`src/rtl/temp_alarm_pkg.sv`:
```
package temp_alarm_pkg;

    typedef enum logic [1:0] {
        ALM_IDLE    = 2'd0,
        ALM_ACTIVE  = 2'd1,
        ALM_CLEARED = 2'd2
    } alm_state_t;

    localparam int CFG_W        = 8;
    localparam int CFG_QUEUE_LSB = 0;
    localparam int CFG_CT_POL   = 2;
    localparam int CFG_INT_POL  = 3;
    localparam int CFG_CMP_MODE = 4;
    localparam int CFG_RES16    = 7;

    localparam int NUM_CH  = 2;
    localparam int CH_INT  = 0;
    localparam int CH_CT   = 1;

    localparam int FLAG_N    = 3;
    localparam int FLAG_LOW  = 0;
    localparam int FLAG_HIGH = 1;
    localparam int FLAG_CRIT = 2;

endpackage

```
`src/rtl/alarm_compare.sv`:
```
module alarm_compare #(
    parameter int TW     = 16,
    parameter int HW     = 4,
    parameter int HSHIFT = 7
) (
    input  logic [TW-1:0] res,
    input  logic [TW-1:0] crit,
    input  logic [TW-1:0] high,
    input  logic [TW-1:0] low,
    input  logic [HW-1:0] hyst,
    output logic          above_high,
    output logic          below_low,
    output logic          above_crit,
    output logic          high_rel,
    output logic          low_rel,
    output logic          crit_rel
);
    localparam int EW = TW + 2;

    logic signed [EW-1:0] r_e, c_e, h_e, l_e, hs_e;

    always_comb begin
        r_e  = EW'($signed(res));
        c_e  = EW'($signed(crit));
        h_e  = EW'($signed(high));
        l_e  = EW'($signed(low));
        hs_e = $signed({{(EW-HW){1'b0}}, hyst}) <<< HSHIFT;

        above_high = r_e > h_e;
        below_low  = r_e < l_e;
        above_crit = r_e > c_e;
        high_rel   = r_e < (h_e - hs_e);
        low_rel    = r_e > (l_e + hs_e);
        crit_rel   = r_e < (c_e - hs_e);
    end

endmodule

```
`src/rtl/fault_queue.sv`:
```
module fault_queue #(
    parameter int QW = 2,
    localparam int CW = QW + 1
) (
    input  logic          clk,
    input  logic          rst_n,
    input  logic          conv,
    input  logic          fault,
    input  logic [QW-1:0] code,
    output logic          qual
);
    logic [CW-1:0] need, cnt_q, cnt_d;

    always_comb begin
        need  = CW'(code) + CW'(1);
        cnt_d = cnt_q;
        if (conv) begin
            if (!fault)
                cnt_d = '0;
            else if (cnt_q >= need)
                cnt_d = need;
            else
                cnt_d = cnt_q + CW'(1);
        end
        qual = conv && fault && (cnt_d == need);
    end

    always_ff @(posedge clk or negedge rst_n) begin
        if (!rst_n)
            cnt_q <= '0;
        else
            cnt_q <= cnt_d;
    end

    AST_QUEUE_BOUND: assert property (@(posedge clk) disable iff (!rst_n)
        conv |=> (cnt_q <= $past(need)));
    AST_QUEUE_CLEAR: assert property (@(posedge clk) disable iff (!rst_n)
        (conv && !fault) |=> (cnt_q == '0));

endmodule

```
`src/rtl/alarm_fsm.sv`:
```
module alarm_fsm
    import temp_alarm_pkg::*;
#(
    parameter bit CLR_ON_SHDN = 1'b1
) (
    input  logic clk,
    input  logic rst_n,
    input  logic cmp_mode,
    input  logic conv,
    input  logic qual,
    input  logic rel,
    input  logic rd_any,
    input  logic shdn,
    output logic active
);
    alm_state_t st_q, st_d;
    logic       clr_req;

    assign clr_req = rd_any || (CLR_ON_SHDN && shdn);

    always_comb begin
        st_d = st_q;
        unique case (st_q)
            ALM_IDLE:    if (qual) st_d = ALM_ACTIVE;
            ALM_ACTIVE: begin
                if (cmp_mode) begin
                    if (conv && rel) st_d = ALM_IDLE;
                end else if (clr_req) begin
                    st_d = ALM_CLEARED;
                end
            end
            ALM_CLEARED: if (conv && rel) st_d = ALM_IDLE;
            default:     st_d = ALM_IDLE;
        endcase
    end

    always_ff @(posedge clk or negedge rst_n) begin
        if (!rst_n)
            st_q <= ALM_IDLE;
        else
            st_q <= st_d;
    end

    always_comb begin
        active = (st_q == ALM_ACTIVE);
    end

    AST_RISE_NEEDS_QUAL: assert property (@(posedge clk) disable iff (!rst_n)
        (st_q != ALM_ACTIVE && !qual) |=> (st_q != ALM_ACTIVE));
    AST_CMP_HOLD: assert property (@(posedge clk) disable iff (!rst_n)
        (cmp_mode && st_q == ALM_ACTIVE && !conv) |=> (st_q == ALM_ACTIVE));
    AST_INTR_CLEAR: assert property (@(posedge clk) disable iff (!rst_n)
        (!cmp_mode && st_q == ALM_ACTIVE && clr_req) |=> (st_q == ALM_CLEARED));
    AST_NO_REARM: assert property (@(posedge clk) disable iff (!rst_n)
        (st_q == ALM_CLEARED && !(conv && rel)) |=> (st_q != ALM_ACTIVE));

endmodule

```
`src/rtl/status_flags.sv`:
```
module status_flags #(
    parameter int N = 3
) (
    input  logic         clk,
    input  logic         rst_n,
    input  logic         conv,
    input  logic         status_read,
    input  logic [N-1:0] set,
    input  logic [N-1:0] rel,
    output logic [N-1:0] flags
);
    for (genvar i = 0; i < N; i++) begin : g_flag
        always_ff @(posedge clk or negedge rst_n) begin
            if (!rst_n)
                flags[i] <= 1'b0;
            else if (set[i])
                flags[i] <= 1'b1;
            else if (status_read || (conv && rel[i]))
                flags[i] <= 1'b0;
        end

        AST_FLAG_SET: assert property (@(posedge clk) disable iff (!rst_n)
            set[i] |=> flags[i]);
        AST_FLAG_READ_CLEAR: assert property (@(posedge clk) disable iff (!rst_n)
            (status_read && !set[i]) |=> !flags[i]);
        AST_FLAG_QUIET: assert property (@(posedge clk) disable iff (!rst_n)
            (!conv && !status_read) |=> $stable(flags[i]));
    end

endmodule

```
`src/rtl/temp_alarm.sv`:
```
module temp_alarm
    import temp_alarm_pkg::*;
#(
    parameter int TW     = 16,
    parameter int HW     = 4,
    parameter int HSHIFT = 7,
    parameter int QW     = 2
) (
    input  logic              clk,
    input  logic              rst_n,
    input  logic              res_valid,
    input  logic [TW-1:0]     res_word,
    input  logic [CFG_W-1:0]  cfg_word,
    input  logic [TW-1:0]     lim_crit,
    input  logic [TW-1:0]     lim_high,
    input  logic [TW-1:0]     lim_low,
    input  logic [HW-1:0]     hyst_deg,
    input  logic              reg_read,
    input  logic              status_read,
    input  logic              shutdown,
    output logic              int_out,
    output logic              ct_out,
    output logic [FLAG_N-1:0] status_flags,
    output logic [TW-1:0]     value_word
);
    logic above_high, below_low, above_crit;
    logic high_rel, low_rel, crit_rel;
    logic [NUM_CH-1:0] ch_fault, ch_rel, ch_qual, ch_act;
    logic [FLAG_N-1:0] flag_set, flag_rel;
    logic [TW-1:0]     res_q;
    logic              rd_any;

    alarm_compare #(.TW(TW), .HW(HW), .HSHIFT(HSHIFT)) u_cmp (
        .res        (res_word),
        .crit       (lim_crit),
        .high       (lim_high),
        .low        (lim_low),
        .hyst       (hyst_deg),
        .above_high (above_high),
        .below_low  (below_low),
        .above_crit (above_crit),
        .high_rel   (high_rel),
        .low_rel    (low_rel),
        .crit_rel   (crit_rel)
    );

    always_comb begin
        rd_any           = reg_read || status_read;
        ch_fault[CH_INT] = above_high || below_low;
        ch_fault[CH_CT]  = above_crit;
        ch_rel[CH_INT]   = high_rel && low_rel;
        ch_rel[CH_CT]    = crit_rel;
    end

    for (genvar ch = 0; ch < NUM_CH; ch++) begin : g_ch
        fault_queue #(.QW(QW)) u_queue (
            .clk   (clk),
            .rst_n (rst_n),
            .conv  (res_valid),
            .fault (ch_fault[ch]),
            .code  (cfg_word[CFG_QUEUE_LSB +: QW]),
            .qual  (ch_qual[ch])
        );

        alarm_fsm #(.CLR_ON_SHDN(ch == CH_INT)) u_fsm (
            .clk      (clk),
            .rst_n    (rst_n),
            .cmp_mode (cfg_word[CFG_CMP_MODE]),
            .conv     (res_valid),
            .qual     (ch_qual[ch]),
            .rel      (ch_rel[ch]),
            .rd_any   (rd_any),
            .shdn     (shutdown),
            .active   (ch_act[ch])
        );
    end

    always_comb begin
        flag_set[FLAG_CRIT] = ch_qual[CH_CT];
        flag_set[FLAG_HIGH] = ch_qual[CH_INT] && above_high;
        flag_set[FLAG_LOW]  = ch_qual[CH_INT] && below_low;
        flag_rel[FLAG_CRIT] = crit_rel;
        flag_rel[FLAG_HIGH] = high_rel;
        flag_rel[FLAG_LOW]  = low_rel;
    end

    status_flags #(.N(FLAG_N)) u_flags (
        .clk         (clk),
        .rst_n       (rst_n),
        .conv        (res_valid),
        .status_read (status_read),
        .set         (flag_set),
        .rel         (flag_rel),
        .flags       (status_flags)
    );

    always_ff @(posedge clk or negedge rst_n) begin
        if (!rst_n)
            res_q <= '0;
        else if (res_valid)
            res_q <= res_word;
    end

    always_comb begin
        int_out = cfg_word[CFG_INT_POL] ? ch_act[CH_INT] : !ch_act[CH_INT];
        ct_out  = cfg_word[CFG_CT_POL]  ? ch_act[CH_CT]  : !ch_act[CH_CT];
        if (cfg_word[CFG_RES16])
            value_word = res_q;
        else
            value_word = {res_q[TW-1:FLAG_N], status_flags};
    end

    AST_VALUE_CAPTURE: assert property (@(posedge clk) disable iff (!rst_n)
        (res_valid && cfg_word[CFG_RES16]) |=>
        (!cfg_word[CFG_RES16] || value_word == $past(res_word)));

endmodule

```
`config.mk`:
```
export PLATFORM = sky130hd
export DESIGN_NAME = temp_alarm
export DESIGN_NICKNAME = d
export VERILOG_FILES = /design/src/rtl/temp_alarm_pkg.sv /design/src/rtl/alarm_compare.sv /design/src/rtl/fault_queue.sv /design/src/rtl/alarm_fsm.sv /design/src/rtl/status_flags.sv /design/src/rtl/temp_alarm.sv
export SDC_FILE = /design/constraint.sdc
export NUM_CORES = 1
export LEC_CHECK = 0
export BUFFER_PORTS_ARGS = -buffer_cell sky130_fd_sc_hd__buf_4
export CELL_PAD_IN_SITES_DETAIL_PLACEMENT = 1
export CELL_PAD_IN_SITES_GLOBAL_PLACEMENT = 1
export CORE_MARGIN = 4
export CORE_UTILIZATION = 45
export CTS_CLUSTER_DIAMETER = 200
export DETAILED_ROUTE_END_ITERATION = 16
export GPL_TIMING_DRIVEN = 0
export HOLD_SLACK_MARGIN = 0.08
export PLACE_DENSITY_LB_ADDON = 0.1
export SETUP_SLACK_MARGIN = 0.05
export SLEW_MARGIN = 15
export SYNTH_ARGS = -nofsm -noshare
export SYNTH_HDL_FRONTEND = slang
export SYNTH_SLANG_ARGS = --single-unit
```
`constraint.sdc`:
```
create_clock -name clk -period 3.6 [get_ports clk]
set_input_delay 0.54 -clock clk [delete_from_list [all_inputs] [get_ports clk]]
set_output_delay 0.54 -clock clk [all_outputs]
set_load 0.02 [all_outputs]
```
==> impl_metrics.ini, run 1 <==
[critical_path]
reg2reg_to = g_ch[0].u_queue.cnt_q[1]$_DFF_PN0_
start_kind = input port
ff2ff_setup_slack_ps = 1380
critPathArrivalTime_ps = 3620
cp_slowest_stage_delay_ps = 380
slowest_stage = fa_2
end_kind = register
r2r_cells = 8
path_class = in -> reg
required_ps = 3730
cp_max_fo = 4
crit-reg2reg-launch = g_ch[0].u_queue.cnt_q[0]$_DFF_PN0_
cp_cell_sequence = buf_4 -> clkinvlp_4 -> buf_4 -> fa_2 -> a21oi_2 -> nor2b_1 -> or3_4 -> and2_1 -> ha_1 -> a21o_1 -> a21o_1 -> a211oi_2 -> o211ai_1 -> a211oi_2 -> o32ai_1

[placed_design]
dp_slack_ps = -498
gp_congestion = 0.816
placed_cell_area_um2 = 5300
hpwl_um = 11800
port-buffer-count = 99

[layout]
fin_util = 0.603
seq_area_um2 = 726
nNetsFinal = 808
n_antenna_cell = 0
layout-drive-gt1-share = 0.302
n_fill_cell = 1147
final_cell_area_um2 = 5650
area_growth_pct = 28.7
multiInputGateArea_um2 = 3440

[floorplanning]
io_pins = 103
start_util = 0.469
fp.dieH_um = 107
die_area_um2 = 11400
coreArea_um2 = 9370
die_w_um = 107
rows = 35

[global_routing]
grt_pass1_wl_um = 22600
grt_usage = 0.248
overflow = 0
grt_pass1_vias = 4747
antenna_found_initial = 0
grt_max_degree = 30

[clock_network]
clk_path_buf_depth = 2
cts_tree = yes
clk_latency_ps = 290
htreeDepth = 2
hold_buffers = 0
cts.sinks = 29
cts_buffers = 5
path_clk_slew_ps = 80
clock-root-buffer = clkbuf_8

[timing]
tns_ps = 0
worst_pin_slew_ps = 681
rsz0062_at_grt = true
max_freq_mhz = 286
hold_viol_final = 0
fin_ws_ps = 109
period_minus_slack_ps = 3490
fin_skew_ps = 7.19
finalMaxSlewViolations = 0
period_share = 0.970
finalSetupViolations = 0
max-slew-margin-rel = 0.542

[power_and_ir_drop]
power.leakage_nw = 2.84
vdd_ir_drop_max_uv = 352
p_per_area_nw_per_um2 = 378

[drt]
drt_first_pass_iters = 4
viasPerCell = 5.71
wl_per_cell_um = 19.1
drt_iter0_drc = 132
wl_um = 14400
drc = 0
vias = 4306
ant_nets = 0

[logic_synthesis]
ys_ff_latch = 29
syn_inst = 512
synthFlopType = dfrtp_1
yosysUniqueCellTypes = 63
synth_edf_count = 0
syn_area_um2 = 4390
async_reset_ff_frac = 1.00
seq_area_frac_synth = 0.165
mappedNetlistNets = 696
ys_top_cells_by_area = ha_1, dfrtp_1, inv_1
synth_top_area_frac = 0.282
synth_top_area_cell = ha_1
syn_avg_cell_area_um2 = 8.58
yosys_warnings = 0

[min_path]
hold_path.class = in -> async

[status]
status = finished, final reports clean

[flow_run]
drv_cap = 0
Yosys cell counts (2+ instances only):
cell type / instances
inv_1: 72
mux2i_1: 2
nand4_1: 13
o211ai_1: 5
nand2b_1: 9
clkbuf_1: 2
nand3_1: 8
fa_1: 3
a21o_1: 20
o2bb2ai_1: 4
a21oi_1: 30
xnor2_1: 23
a211oi_1: 9
buf_4: 13
a211o_1: 2
o21ai_0: 17
nor4_1: 3
and2_1: 4
inv_2: 4
o32ai_1: 4
o22ai_1: 3
nor2_1: 15
or3_1: 5
nor4b_1: 2
nor3_1: 12
xor2_1: 2
a41oi_1: 2
o21ai_1: 9
nand4_2: 2
a2111oi_0: 2
dfrtp_1: 29
mux2_1: 5
nand2_1: 25
nor2b_1: 12
ha_1: 99
mux2_2: 14
how the worst max path moves through the flow:
stage / to / depth (start not counted) / slack (ps) / from
after floorplan: g_ch[1].u_fsm.st_q[0]$_DFFE_PN0P_ / 17 / 120 / lim_crit[7]
after global placement: g_ch[1].u_fsm.st_q[0]$_DFFE_PN0P_ / 16 / -380 / hyst_deg[1]
after detailed placement: u_flags.flags[2]$_DFFE_PN0P_ / 18 / -500 / lim_crit[7]
after CTS: u_flags.flags[2]$_DFFE_PN0P_ / 18 / 10 / lim_crit[7]
after global routing: u_flags.flags[2]$_DFFE_PN0P_ / 18 / -80 / lim_crit[7]
final: g_ch[0].u_fsm.st_q[0]$_DFFE_PN0P_ / 15 / 110 / hyst_deg[1]
area by class of cell:
cell class / count / share of cell area
buffer: 16 / 0.0206
clock buffer: 5 / 0.0122
clock inverter: 3 / 0.0115
inverter: 76 / 0.0511
multi-input combinational: 391 / 0.608
sequential: 29 / 0.128
tap: 129 / 0.0285
timing repair buffer: 105 / 0.139
cell families (layout without fill, tap and decap cells):
group / count (synthesis) / count (layout) / synth area share
fa+ha+maj: 102 / 102 / 0.296
flops: 29 / 29 / 0.165
compound gates: 126 / 126 / 0.198
mux: 21 / 21 / 0.0533
simple gates: 117 / 117 / 0.146
buf+inv: 92 / 205 / 0.0914
xor+xnor: 25 / 25 / 0.0498
sequential cells by signal, indices dropped and copies added, names as in the netlist:
register,cells
g_ch.u_fsm.st_q,4
g_ch.u_queue.cnt_q,6
res_q,16
u_flags.flags,3
cells in the final DEF, fill, tap and decap left out, types with 13 or more instances in the layout:
| cell | instances |
|---|---|
| a21o_1 | 20 |
| ha_1 | 97 |
| o21ai_0 | 16 |
| a21oi_1 | 25 |
| nand4_1 | 13 |
| mux2_2 | 14 |
| xnor2_1 | 23 |
| dfrtp_1 | 29 |
| inv_1 | 70 |
| buf_4 | 118 |
| nand2_1 | 25 |
critical path: cells and delay by family:
kind / cells / cell delay, ps
AOI/OAI and AO/OA: 7 / 1340
adders and majority gates: 2 / 680
buffers and inverters: 3 / 450
and+or+nand+nor: 3 / 600
layer usage:
metal / part of all wire / track usage
met4: 0.024 / 0.0648
met1: 0.40 / 0.282
met3: 0.042 / 0.0361
met5: 0 / 0
met2: 0.54 / 0.478
power by group:
part / internal (mW) / switching (mW) / leakage [nW]
Sequential: 0.403 / 0.0776 / 0.356
Combinational: 0.566 / 0.666 / 2.42
Clock: 0.275 / 0.147 / 0.0681
Total: 1.24 / 0.890 / 2.84
through the flow:
step / std cells / power (mW) / hold slack [ps]
2_1_floorplan: 512 / 1.24 / 244
3_3_place_gp: 740 / 1.56 / 462
3_5_place_dp: 740 / 1.64 / 481
4_1_cts: 751 / 2.09 / 184
5_1_grt: 754 / 2.31 / 187
6_report: 754 / 2.14 / 169
what timing repair did:
| action | 4_1_cts | 5_1_grt |
|---|---|---|
| setup buffers | 3 | 3 |
| gates resized for setup | 15 | 25 |
| endpoints found under the setup margin | 5 | 7 |
| pin swaps | 12 | 21 |
Note: power is estimated with default switching activity, not from simulation.
==> run 2, diff against run 1 <==
--- a/config.mk
+++ b/config.mk
@@ -6,6 +6,7 @@
 export NUM_CORES = 1
 export LEC_CHECK = 0
 export BUFFER_PORTS_ARGS = -buffer_cell sky130_fd_sc_hd__buf_4
+export CAP_MARGIN = 20
 export CELL_PAD_IN_SITES_DETAIL_PLACEMENT = 1
 export CELL_PAD_IN_SITES_GLOBAL_PLACEMENT = 1
 export CORE_MARGIN = 4
==> constraint.sdc (replaced) <==
create_clock -name clk -period 4.4 [get_ports clk]
set_input_delay 0.66 -clock clk [delete_from_list [all_inputs] [get_ports clk]]
set_output_delay 0.66 -clock clk [all_outputs]
set_load 0.02 [all_outputs]
==> run 2 against run 1 <==
Net effect:
- routed wire length decreased by 5.6%
- power is 21% lower
- clock skew decreased by 1.4 ps
- die area unchanged
- via count down 1.5%
- count of clock-buffer cells in the layout unchanged
- design area shrank 3.9%
- sequential share of layout area up 0.53 points
- sequential power fell by 19%
- hold slack improved by 120 ps
- clock power fell by 18%
==> impl_metrics.ini, run 2 (same netlist as run 1, synthesis figures left out) <==
[clock_network]
cts.sinks = 29
htreeDepth = 2
clk_latency_ps = 290
clk_path_buf_depth = 2
cts_tree = yes
hold_buffers = 0
cts_setup_buffers = 0
cts_buffers = 5
clock-root-buffer = clkbuf_8
cts-resized-gates = 0
path_clk_slew_ps = 80

[drt]
wl_um = 13600
ant_nets = 0
viasPerCell = 5.67
drt_first_pass_iters = 4
drt_iter0_drc = 120
vias = 4243
wl_per_cell_um = 18.2
drc = 0

[placed_design]
port-buffer-count = 99
gp_congestion = 0.816
hpwl_um = 11800

[timing]
tns_ps = 0
worst_pin_slew_ps = 743
hold_viol_final = 0
finalMaxSlewViolations = 0
fin_skew_ps = 5.80
worst_hold_slack_ps = 286
rsz0062_at_grt = false
period_minus_slack_ps = 3890
period_share = 0.885
max_freq_mhz = 257
max-slew-margin-rel = 0.501
finalSetupViolations = 0

[flow_run]
drv_cap = 0

[global_routing]
grt_pass1_vias = 4695
antenna_found_initial = 0
grt_pass1_wl_um = 22300
overflow = 0
grt_usage = 0.244
grt_max_degree = 30

[critical_path]
cp_max_fo = 5
required_ps = 4570
path_class = in -> reg
start_kind = input port
critPathArrivalTime_ps = 4060
end_kind = register

[floorplanning]
die_area_um2 = 11400
rows = 35
start_util = 0.469
fp.dieH_um = 107
io_pins = 103
die_w_um = 107
coreArea_um2 = 9370

[layout]
area_growth_pct = 23.6
n_antenna_cell = 0
fin_util = 0.580
layout_common_cells = buf_4, ha_1, inv_1
nNetsFinal = 802
reg_top3 = res_q x16, g_ch.u_queue.cnt_q x6, g_ch.u_fsm.st_q x4
final_common_cell = buf_4
top_register = res_q
layout-drive-gt1-share = 0.241
largest_reg_flops = 16

[power_and_ir_drop]
power.leakage_nw = 2.79
p_per_area_nw_per_um2 = 311
vdd_ir_drop_max_uv = 295
finalPower_mw = 1.69

[min_path]
hold_path.class = in -> async

[status]
status = finished, final reports clean
[run 2: cell count changes in the layout (fill, tap and decap cells not counted), moves of 4 or more]
cell,change
a21oi_2,-4
a211oi_1,+5
a211oi_2,-5
buf_4,-6
a21oi_1,+5
[run 2: layer usage]
| metal | global-route usage | part of all wire | up-vias |
|---|---|---|---|
| met1 | 0.278 | 0.41 | 2073 |
| li1 | - | - | 2056 |
| met5 | 0 | 0 | - |
| met4 | 0.0603 | 0.019 | 0 |
| met3 | 0.0355 | 0.035 | 22 |
| met2 | 0.472 | 0.53 | 92 |
[run 2: final timing paths]
| path | from | cells past startpoint | endpoint | slack, ps |
|---|---|---|---|---|
| setup / recovery | hyst_deg[1] | 16 | g_ch[1].u_fsm.st_q[0]$_DFFE_PN0P_ | 510 |
| max in group asynchronous | rst_n | 1 | res_q[13]$_DFFE_PN0P_ | 3810 |
| hold reg to reg | res_q[13]$_DFFE_PN0P_ | 1 | res_q[13]$_DFFE_PN0P_ | 500 |
| hold / removal | rst_n | 1 | res_q[10]$_DFFE_PN0P_ | 290 |
| min in group clk | res_q[13]$_DFFE_PN0P_ | 1 | res_q[13]$_DFFE_PN0P_ | 500 |
| setup reg to reg | g_ch[0].u_queue.cnt_q[0]$_DFF_PN0_ | 8 | g_ch[0].u_queue.cnt_q[1]$_DFF_PN0_ | 2170 |
[run 2: power breakdown]
group / internal, mW / switching [mW]
sequential: 0.330 / 0.0607
clock: 0.225 / 0.119
combinational: 0.440 / 0.513
total: 0.995 / 0.693
[run 2: layout make-up]
cell class / count / area (um2)
inverters: 76 / 285
repair buffers: 99 / 743
flip-flops and latches: 29 / 726
clock inverters: 3 / 65.1
multi-input cells: 391 / 3270
fillers: 1169 / 3940
well taps: 129 / 161
plain buffers: 16 / 116
clock buffers: 5 / 68.8
[run 2: per-stage QoR]
stage | setup WS, ps | cell area (um2) | cells
6_report | 507 | 5430 | 748
4_1_cts | 487 | 5430 | 748
2_1_floorplan | 801 | 4390 | 512
3_3_place_gp | 296 | 5300 | 740
5_1_grt | 240 | 5430 | 748
3_5_place_dp | 182 | 5300 | 740
[run 2: worst max-delay path, stage by stage]
cell and delay, ps:
buf_4 110, inv_1 230, ha_1 300, a21o_1 180, a21o_1 200, a211o_1 330
nor3_1 270, a21oi_1 130, ha_1 380, a21oi_1 90, nor2_1 150, a211oi_1 100
o311a_1 160, or4_1 540, nand4_1 130, o41ai_2 80
